[src/rtl/grs_pkg.sv]
package grs_pkg;
  typedef enum logic [1:0] {
    RM_NEAREST = 2'd0,
    RM_ZERO    = 2'd1,
    RM_POS     = 2'd2,
    RM_NEG     = 2'd3
  } rmode_e;

  // increment decision from the discarded bits, the kept LSB, sign and mode
  function automatic logic want_increment(input logic g, input logic r,
                                          input logic s, input logic lsb,
                                          input logic neg, input rmode_e m);
    logic lost;
    lost = g | r | s;
    case (m)
      RM_NEAREST: want_increment = g & (r | s | lsb);
      RM_ZERO:    want_increment = 1'b0;
      RM_POS:     want_increment = lost & ~neg;
      default:    want_increment = lost & neg;
    endcase
  endfunction
endpackage

[src/rtl/grs_decide.sv]
module grs_decide
  import grs_pkg::*;
(
  input  logic   guard_i,
  input  logic   round_i,
  input  logic   sticky_i,
  input  logic   lsb_i,
  input  logic   sign_i,
  input  rmode_e mode_i,
  output logic   lost_o,
  output logic   inc_o
);
  assign lost_o = guard_i | round_i | sticky_i;
  assign inc_o  = want_increment(guard_i, round_i, sticky_i, lsb_i, sign_i, mode_i);

  always_comb begin
    assert_exact_no_inc_R2: assert (lost_o || !inc_o);
    assert_rz_never_R5:     assert (!(mode_i == RM_ZERO && inc_o));
    assert_pos_sign_R6:     assert (!(mode_i == RM_POS && inc_o && sign_i));
    assert_neg_sign_R7:     assert (!(mode_i == RM_NEG && inc_o && !sign_i));
    assert_rn_guard_R4:     assert (!(mode_i == RM_NEAREST && inc_o && !guard_i));
  end
endmodule

[src/rtl/grs_incr.sv]
module grs_incr #(
  parameter int unsigned W = 24
) (
  input  logic [W-1:0] val_i,
  input  logic         inc_i,
  output logic [W-1:0] sum_o,
  output logic         cout_o
);
  logic [W:0] chain;
  assign chain[0] = inc_i;

  for (genvar b = 0; b < W; b++) begin : g_bit
    assign sum_o[b]     = val_i[b] ^ chain[b];
    assign chain[b+1]   = val_i[b] & chain[b];
  end

  assign cout_o = chain[W];

  always_comb begin
    assert_carry_wraps_R9: assert (!cout_o || (sum_o == '0 && inc_i));
    assert_hold_no_inc_R1: assert (inc_i || (sum_o == val_i && !cout_o));
  end
endmodule

[src/rtl/grs_round_unit.sv]
module grs_round_unit
  import grs_pkg::*;
#(
  parameter int unsigned MANT_W = 26
) (
  input  logic [MANT_W-1:0] mant_i,
  input  logic              sticky_i,
  input  logic              sign_i,
  input  logic [1:0]        mode_i,
  output logic [MANT_W-3:0] mant_o,
  output logic              inexact_o,
  output logic              rounded_up_o,
  output logic              carry_o
);
  localparam int unsigned KEEP_W = MANT_W - 2;

  logic [KEEP_W-1:0] kept;
  logic              guard_bit, round_bit;
  logic              lost_evt, inc_evt;

  assign kept      = mant_i[MANT_W-1:2];
  assign guard_bit = mant_i[1];
  assign round_bit = mant_i[0];

  grs_decide u_decide (
    .guard_i  (guard_bit),
    .round_i  (round_bit),
    .sticky_i (sticky_i),
    .lsb_i    (kept[0]),
    .sign_i   (sign_i),
    .mode_i   (rmode_e'(mode_i)),
    .lost_o   (lost_evt),
    .inc_o    (inc_evt)
  );

  grs_incr #(.W(KEEP_W)) u_incr (
    .val_i  (kept),
    .inc_i  (inc_evt),
    .sum_o  (mant_o),
    .cout_o (carry_o)
  );

  assign inexact_o    = lost_evt;
  assign rounded_up_o = inc_evt;

  always_comb begin
    assert_inexact_flag_R3: assert (inexact_o == (mant_i[1:0] != 2'b00 || sticky_i));
    assert_upflag_carry_R8: assert (!carry_o || rounded_up_o);
  end
endmodule

[config.mk]
export PLATFORM = sky130hd
export DESIGN_NAME = grs_round_unit
export DESIGN_NICKNAME = d
export VERILOG_FILES = /design/src/rtl/grs_pkg.sv /design/src/rtl/grs_decide.sv /design/src/rtl/grs_incr.sv /design/src/rtl/grs_round_unit.sv
export SDC_FILE = /design/constraint.sdc
export NUM_CORES = 1
export LEC_CHECK = 0
export ABC_CLOCK_PERIOD_IN_PS = 17950
export BUFFER_PORTS_ARGS = -buffer_cell sky130_fd_sc_hd__buf_2
export CORE_AREA = 2 2 39 41
export DETAILED_ROUTE_END_ITERATION = 12
export DIE_AREA = 0 0 41 43
export GPL_TIMING_DRIVEN = 0
export PLACE_DENSITY_LB_ADDON = 0.12
export SYNTH_ARGS = -nofsm -noshare
export SYNTH_HDL_FRONTEND = slang
export SYNTH_SLANG_ARGS = --single-unit
[constraint.sdc]
create_clock -name vclk -period 17.95
set_clock_uncertainty 0.1 [all_clocks]
set_input_delay 3.59 -clock vclk [all_inputs]
set_output_delay 3.59 -clock vclk [all_outputs]
set_load 0.02 [all_outputs]
==> impl_metrics.env, run 1 <==
export IMPL_outcome="finished, final reports clean"
export IMPL_min_delay_path_depth=3
export IMPL_hold_violations=0
export IMPL_clock_buffer_count=0
export IMPL_postCtsSetupRepairBufs=0
export IMPL_sequential_cell_area_sq_um=0
export IMPL_max_cap_violations=0
export IMPL_grt_start_max_net_pins=4
export IMPL_grt_pass1_wl_um=1120
export IMPL_vias=457
export IMPL_post_cts_repair_resize_count=0
export IMPL_critical_path_endpoint_type="output port"
export IMPL_antenna_cells=0
export IMPL_start_util=0.246
export IMPL_crit_required_ps=14260
export IMPL_critPathSlowestCell="sky130_fd_sc_hd__ha_1"
export IMPL_worstPathMaxFanout=2
export IMPL_finalMaxSlewViolations=0
export IMPL_fp_coreArea_sq_mm=0.00138
export IMPL_finalSetupViolations=0
export IMPL_ir_worst_vdd_uv=10.8
export IMPL_cp_start_kind="input pin"
export IMPL_min_path_type="in -> out"
export IMPL_multi_input_area_sq_um=340
export IMPL_routed_wirelength_um=881
export IMPL_critical_path_arrival_ps=8680
export IMPL_cellLeakagePower_nw=0.453
export IMPL_area_growth_pct=89.7
export IMPL_place_hpwl_um=876
export IMPL_crit_path_frequent_cell="sky130_fd_sc_hd__ha_1"
export IMPL_detailedRoute_firstIterationViolations=2
export IMPL_gr_util_all_layers=0.0849
export IMPL_final_period_utilization=0.689
export IMPL_route_antenna_remaining_nets=0
export IMPL_drt_pre_antenna_iters=3
export IMPL_io_pin_count=57
export IMPL_synth_cells=31
export IMPL_worst_pin_slew_ps=287
export IMPL_routed_via_density=4.39
export IMPL_yosysWarningCount=0
export IMPL_floorplan_die_area_sq_mm=0.00176
export IMPL_synth_top_cells_by_area="sky130_fd_sc_hd__ha_1, sky130_fd_sc_hd__nor3_1, sky130_fd_sc_hd__xnor2_1"
export IMPL_fin_util=0.467
export IMPL_dieHeight_um=43
export IMPL_slowest_delay_ps=260
export IMPL_rows=14
export IMPL_post_syn_area_per_cell_sq_um=11.0
export IMPL_nFlopsAndLatches=0
export IMPL_final_period_minus_worst_setup_slack_ps=12370
export IMPL_post_synth_top_count_cell="sky130_fd_sc_hd__ha_1"
export IMPL_yosys_area_top_type_share=0.882
export IMPL_max_clock_freq_ghz=0.0809
export IMPL_globalplace_congestion=0.597
export IMPL_ys_top_cells_by_count="sky130_fd_sc_hd__ha_1, sky130_fd_sc_hd__nor3_1"
export IMPL_post_synth_num_cell_types=7
export IMPL_rsz0062_at_grt="false"
export IMPL_fp_dieW_um=41
export IMPL_grt_pass1_vias=322
export IMPL_yosysSeqAreaShare=0
export IMPL_post_route_cells_drive_above_1_share=0.648
export IMPL_drc_errors=0
export IMPL_port_buffers=57
export IMPL_synth_net_count=85
export IMPL_grt_remaining_overflow=0
export IMPL_worst_setup_path_type="in -> out"
export IMPL_num_fill_cells=144
export IMPL_synthesis_area_sq_um=340
export IMPL_antenna_violations_before_repair=0
export IMPL_relSlewSlack=0.807
export IMPL_totalNegativeSetupSlack_ps=0
export IMPL_postCtsHoldBufs=0
export IMPL_wl_per_cell_um=8.47
export IMPL_fin_nets=144
export IMPL_synthDominantAreaCellType="sky130_fd_sc_hd__ha_1"
export IMPL_p_per_area_mw_per_mm2=22.1
[placed cells by master, fill, tap and decap left out]
cell,count
sky130_fd_sc_hd__a21oi_1,1
sky130_fd_sc_hd__buf_2,57
sky130_fd_sc_hd__ha_1,24
sky130_fd_sc_hd__nand2_1,1
sky130_fd_sc_hd__nor3_1,2
sky130_fd_sc_hd__or2_1,1
sky130_fd_sc_hd__or3_1,1
sky130_fd_sc_hd__xnor2_1,1
[routing by layer]
layer / global-route usage / share of wire / wire, um / vias to the layer above
li1: - / - / - / 235
met1: 0.0886 / 0.38 / 337 / 190
met2: 0.175 / 0.45 / 399 / 32
met3: 0.00524 / 0.16 / 144 / 0
met4: 0 / 0 / 0 / 0
met5: 0 / 0 / 0 / -
[cells by family after synthesis]
group,Yosys count,share of synthesized area
simple gates,5,0.0772
fa+ha+maj,24,0.882
xor+xnor,1,0.0257
compound gates,1,0.0147
[final cells by class]
| cell class | count | share of cell area |
|---|---|---|
| multi-input cells | 31 | 0.527 |
| repair buffers | 57 | 0.442 |
| well taps | 16 | 0.0310 |
[stage by stage]
step	hold slack [ps]	area [sq um]	worst slack, ps	instances	power (mW)
6_report	7400	646	5580	104	0.0143
5_1_grt	7420	646	5280	104	0.0157
2_1_floorplan	7260	340	5830	31	0.00897
3_5_place_dp	7400	646	5540	104	0.0144
3_3_place_gp	7400	646	5580	104	0.0143
4_1_cts	7400	646	5530	104	0.0145
[worst max-delay path, delay by kind of cell]
family | cells | cell delay, ps
simple gates | 2 | 320
buf+inv | 2 | 260
fa+ha+maj | 24 | 4380
compound gates | 1 | 140
[path summary, 6_finish.rpt]
check	from	to	slack [ps]
max	sticky_i	mant_o[23]	5580
min	sticky_i	inexact_o	7400
[where the power goes]
part	total, mW	switching (mW)	internal, mW
clock	0	0	0
combinational	0.0143	0.00833	0.00595
sequential	0	0	0
Power figures use the tool's default switching activity.
==> inputs of run 2 (changes only) <==
--- a/config.mk
+++ b/config.mk
@@ -5,11 +5,11 @@
 export SDC_FILE = /design/constraint.sdc
 export NUM_CORES = 1
 export LEC_CHECK = 0
-export ABC_CLOCK_PERIOD_IN_PS = 17950
+export ABC_CLOCK_PERIOD_IN_PS = 10800
 export BUFFER_PORTS_ARGS = -buffer_cell sky130_fd_sc_hd__buf_2
-export CORE_AREA = 2 2 39 41
+export CORE_MARGIN = 2
+export CORE_UTILIZATION = 26
 export DETAILED_ROUTE_END_ITERATION = 12
-export DIE_AREA = 0 0 41 43
 export GPL_TIMING_DRIVEN = 0
 export PLACE_DENSITY_LB_ADDON = 0.12
 export SYNTH_ARGS = -nofsm -noshare
==> constraint.sdc (replaced) <==
create_clock -name vclk -period 10.8
set_clock_uncertainty 0.1 [all_clocks]
set_input_delay 2.16 -clock vclk [all_inputs]
set_output_delay 2.16 -clock vclk [all_outputs]
set_load 0.02 [all_outputs]
==> impl_metrics.env, run 2 (synthesized netlist as in run 1, its figures left out) <==
export IMPL_crit_required_ps=8540
export IMPL_antenna_violations_before_repair=0
export IMPL_crit_family="adder cells"
export IMPL_post_route_cells_drive_above_1_share=0.648
export IMPL_nFlopsAndLatches=0
export IMPL_postCtsHoldBufs=0
export IMPL_post_cts_repair_resize_count=0
export IMPL_cellLeakagePower_nw=0.453
export IMPL_pwr_share_comb=1.000
export IMPL_cp_start_kind="input pin"
export IMPL_drc_errors=0
export IMPL_num_fill_cells=135
export IMPL_routed_wirelength_um=906
export IMPL_vias=448
export IMPL_relSlewSlack=0.846
export IMPL_max_clock_freq_ghz=0.105
export IMPL_finalSetupViolations=0
export IMPL_start_util=0.268
export IMPL_dieHeight_um=40.2
export IMPL_ir_worst_vdd_uv=18.1
export IMPL_slowest_delay_ps=270
export IMPL_grt_pass1_wl_um=1120
export IMPL_outcome="finished, final reports clean"
export IMPL_postCtsSetupRepairBufs=0
export IMPL_placed_cells=103
export IMPL_power_sequential_fraction=0
export IMPL_port_buffers=57
export IMPL_final_period_minus_worst_setup_slack_ps=9540
export IMPL_rows=13
export IMPL_number_of_buffers_and_inverters_on_the_critical_path=2
export IMPL_switching_power_mw=0.0138
export IMPL_io_pin_count=57
export IMPL_layout_commonest_cell="sky130_fd_sc_hd__buf_2"
export IMPL_antenna_cells=0
export IMPL_gr_util_all_layers=0.0989
export IMPL_p_per_area_mw_per_mm2=36.7
export IMPL_final_cell_count_no_fill=103
export IMPL_min_path_type="in -> out"
export IMPL_wl_per_cell_um=8.80
export IMPL_internal_power_mw=0.00991
export IMPL_sw_share=0.581
export IMPL_power_clock_fraction=0
export IMPL_rsz0062_at_grt="false"
export IMPL_clock_buffer_count=0
export IMPL_min_delay_path_depth=3
export IMPL_multi_input_area_sq_um=340
export IMPL_total_power_mw=0.0237
export IMPL_fin_nets=144
export IMPL_most_common_layout_cells="sky130_fd_sc_hd__buf_2, sky130_fd_sc_hd__ha_1, sky130_fd_sc_hd__nor3_1"
export IMPL_worst_setup_path_type="in -> out"
export IMPL_final_period_utilization=0.884
export IMPL_critPathSlowestCell="sky130_fd_sc_hd__ha_1"
export IMPL_globalplace_congestion=0.572
export IMPL_area_growth_pct=89.3
export IMPL_finalMaxSlewViolations=0
export IMPL_fp_dieW_um=40.2
export IMPL_place_hpwl_um=905
export IMPL_cp_num_cells=29
export IMPL_hold_violations=0
export IMPL_grt_start_max_net_pins=4
export IMPL_grt_remaining_overflow=0
export IMPL_fin_util=0.508
export IMPL_sequential_cell_area_sq_um=0
export IMPL_crit_path_frequent_cell="sky130_fd_sc_hd__ha_1"
export IMPL_critical_path_arrival_ps=7280
export IMPL_route_antenna_remaining_nets=0
export IMPL_fp_coreArea_sq_mm=0.00127
export IMPL_max_cap_violations=0
export IMPL_grt_pass1_vias=296
export IMPL_routed_via_density=4.35
export IMPL_critical_path_endpoint_type="output port"
export IMPL_detailedRoute_firstIterationViolations=1
export IMPL_totalNegativeSetupSlack_ps=0
export IMPL_floorplan_die_area_sq_mm=0.00161
export IMPL_worst_pin_slew_ps=229
export IMPL_hold_worst_slack_ps=4530
export IMPL_drt_pre_antenna_iters=2
export IMPL_worstPathMaxFanout=2
-- run 2: cell counts in the layout (fill, tap and decap cells not counted) --
Identical to the previous run, type by type.
-- run 2: routing by layer --
layer  wire, um  GRT usage
met1        320     0.0942
met2        474      0.234
met3        112          0
met4          0          0
met5          0          0
-- run 2: path summary, 6_finish.rpt --
path	startpoint	end	slack, ps
setup / recovery	sticky_i	mant_o[23]	1260
hold / removal	mant_i[0]	inexact_o	4530
-- run 2: power groups by stage --
stage	clock, mW	combinational, mW	sequential, mW
finish	0	0.0237	0
floorplan	0	0.0149	0
global placement	0	0.0236	0
CTS	0	0.0241	0
global route	0	0.0262	0
detailed placement	0	0.0239	0
-- run 2: cell type report --
cell class	count	area share
Multi-Input combinational cell	31	0.528
Timing Repair Buffer	57	0.443
Tap cell	15	0.0291
-- run 2: stage by stage --
stage | setup slack, ps | instance area, sq um
floorplan | 1540 | 340
global placement | 1290 | 644
detailed placement | 1220 | 644
CTS | 1200 | 644
global route | 962 | 644
finish | 1260 | 644
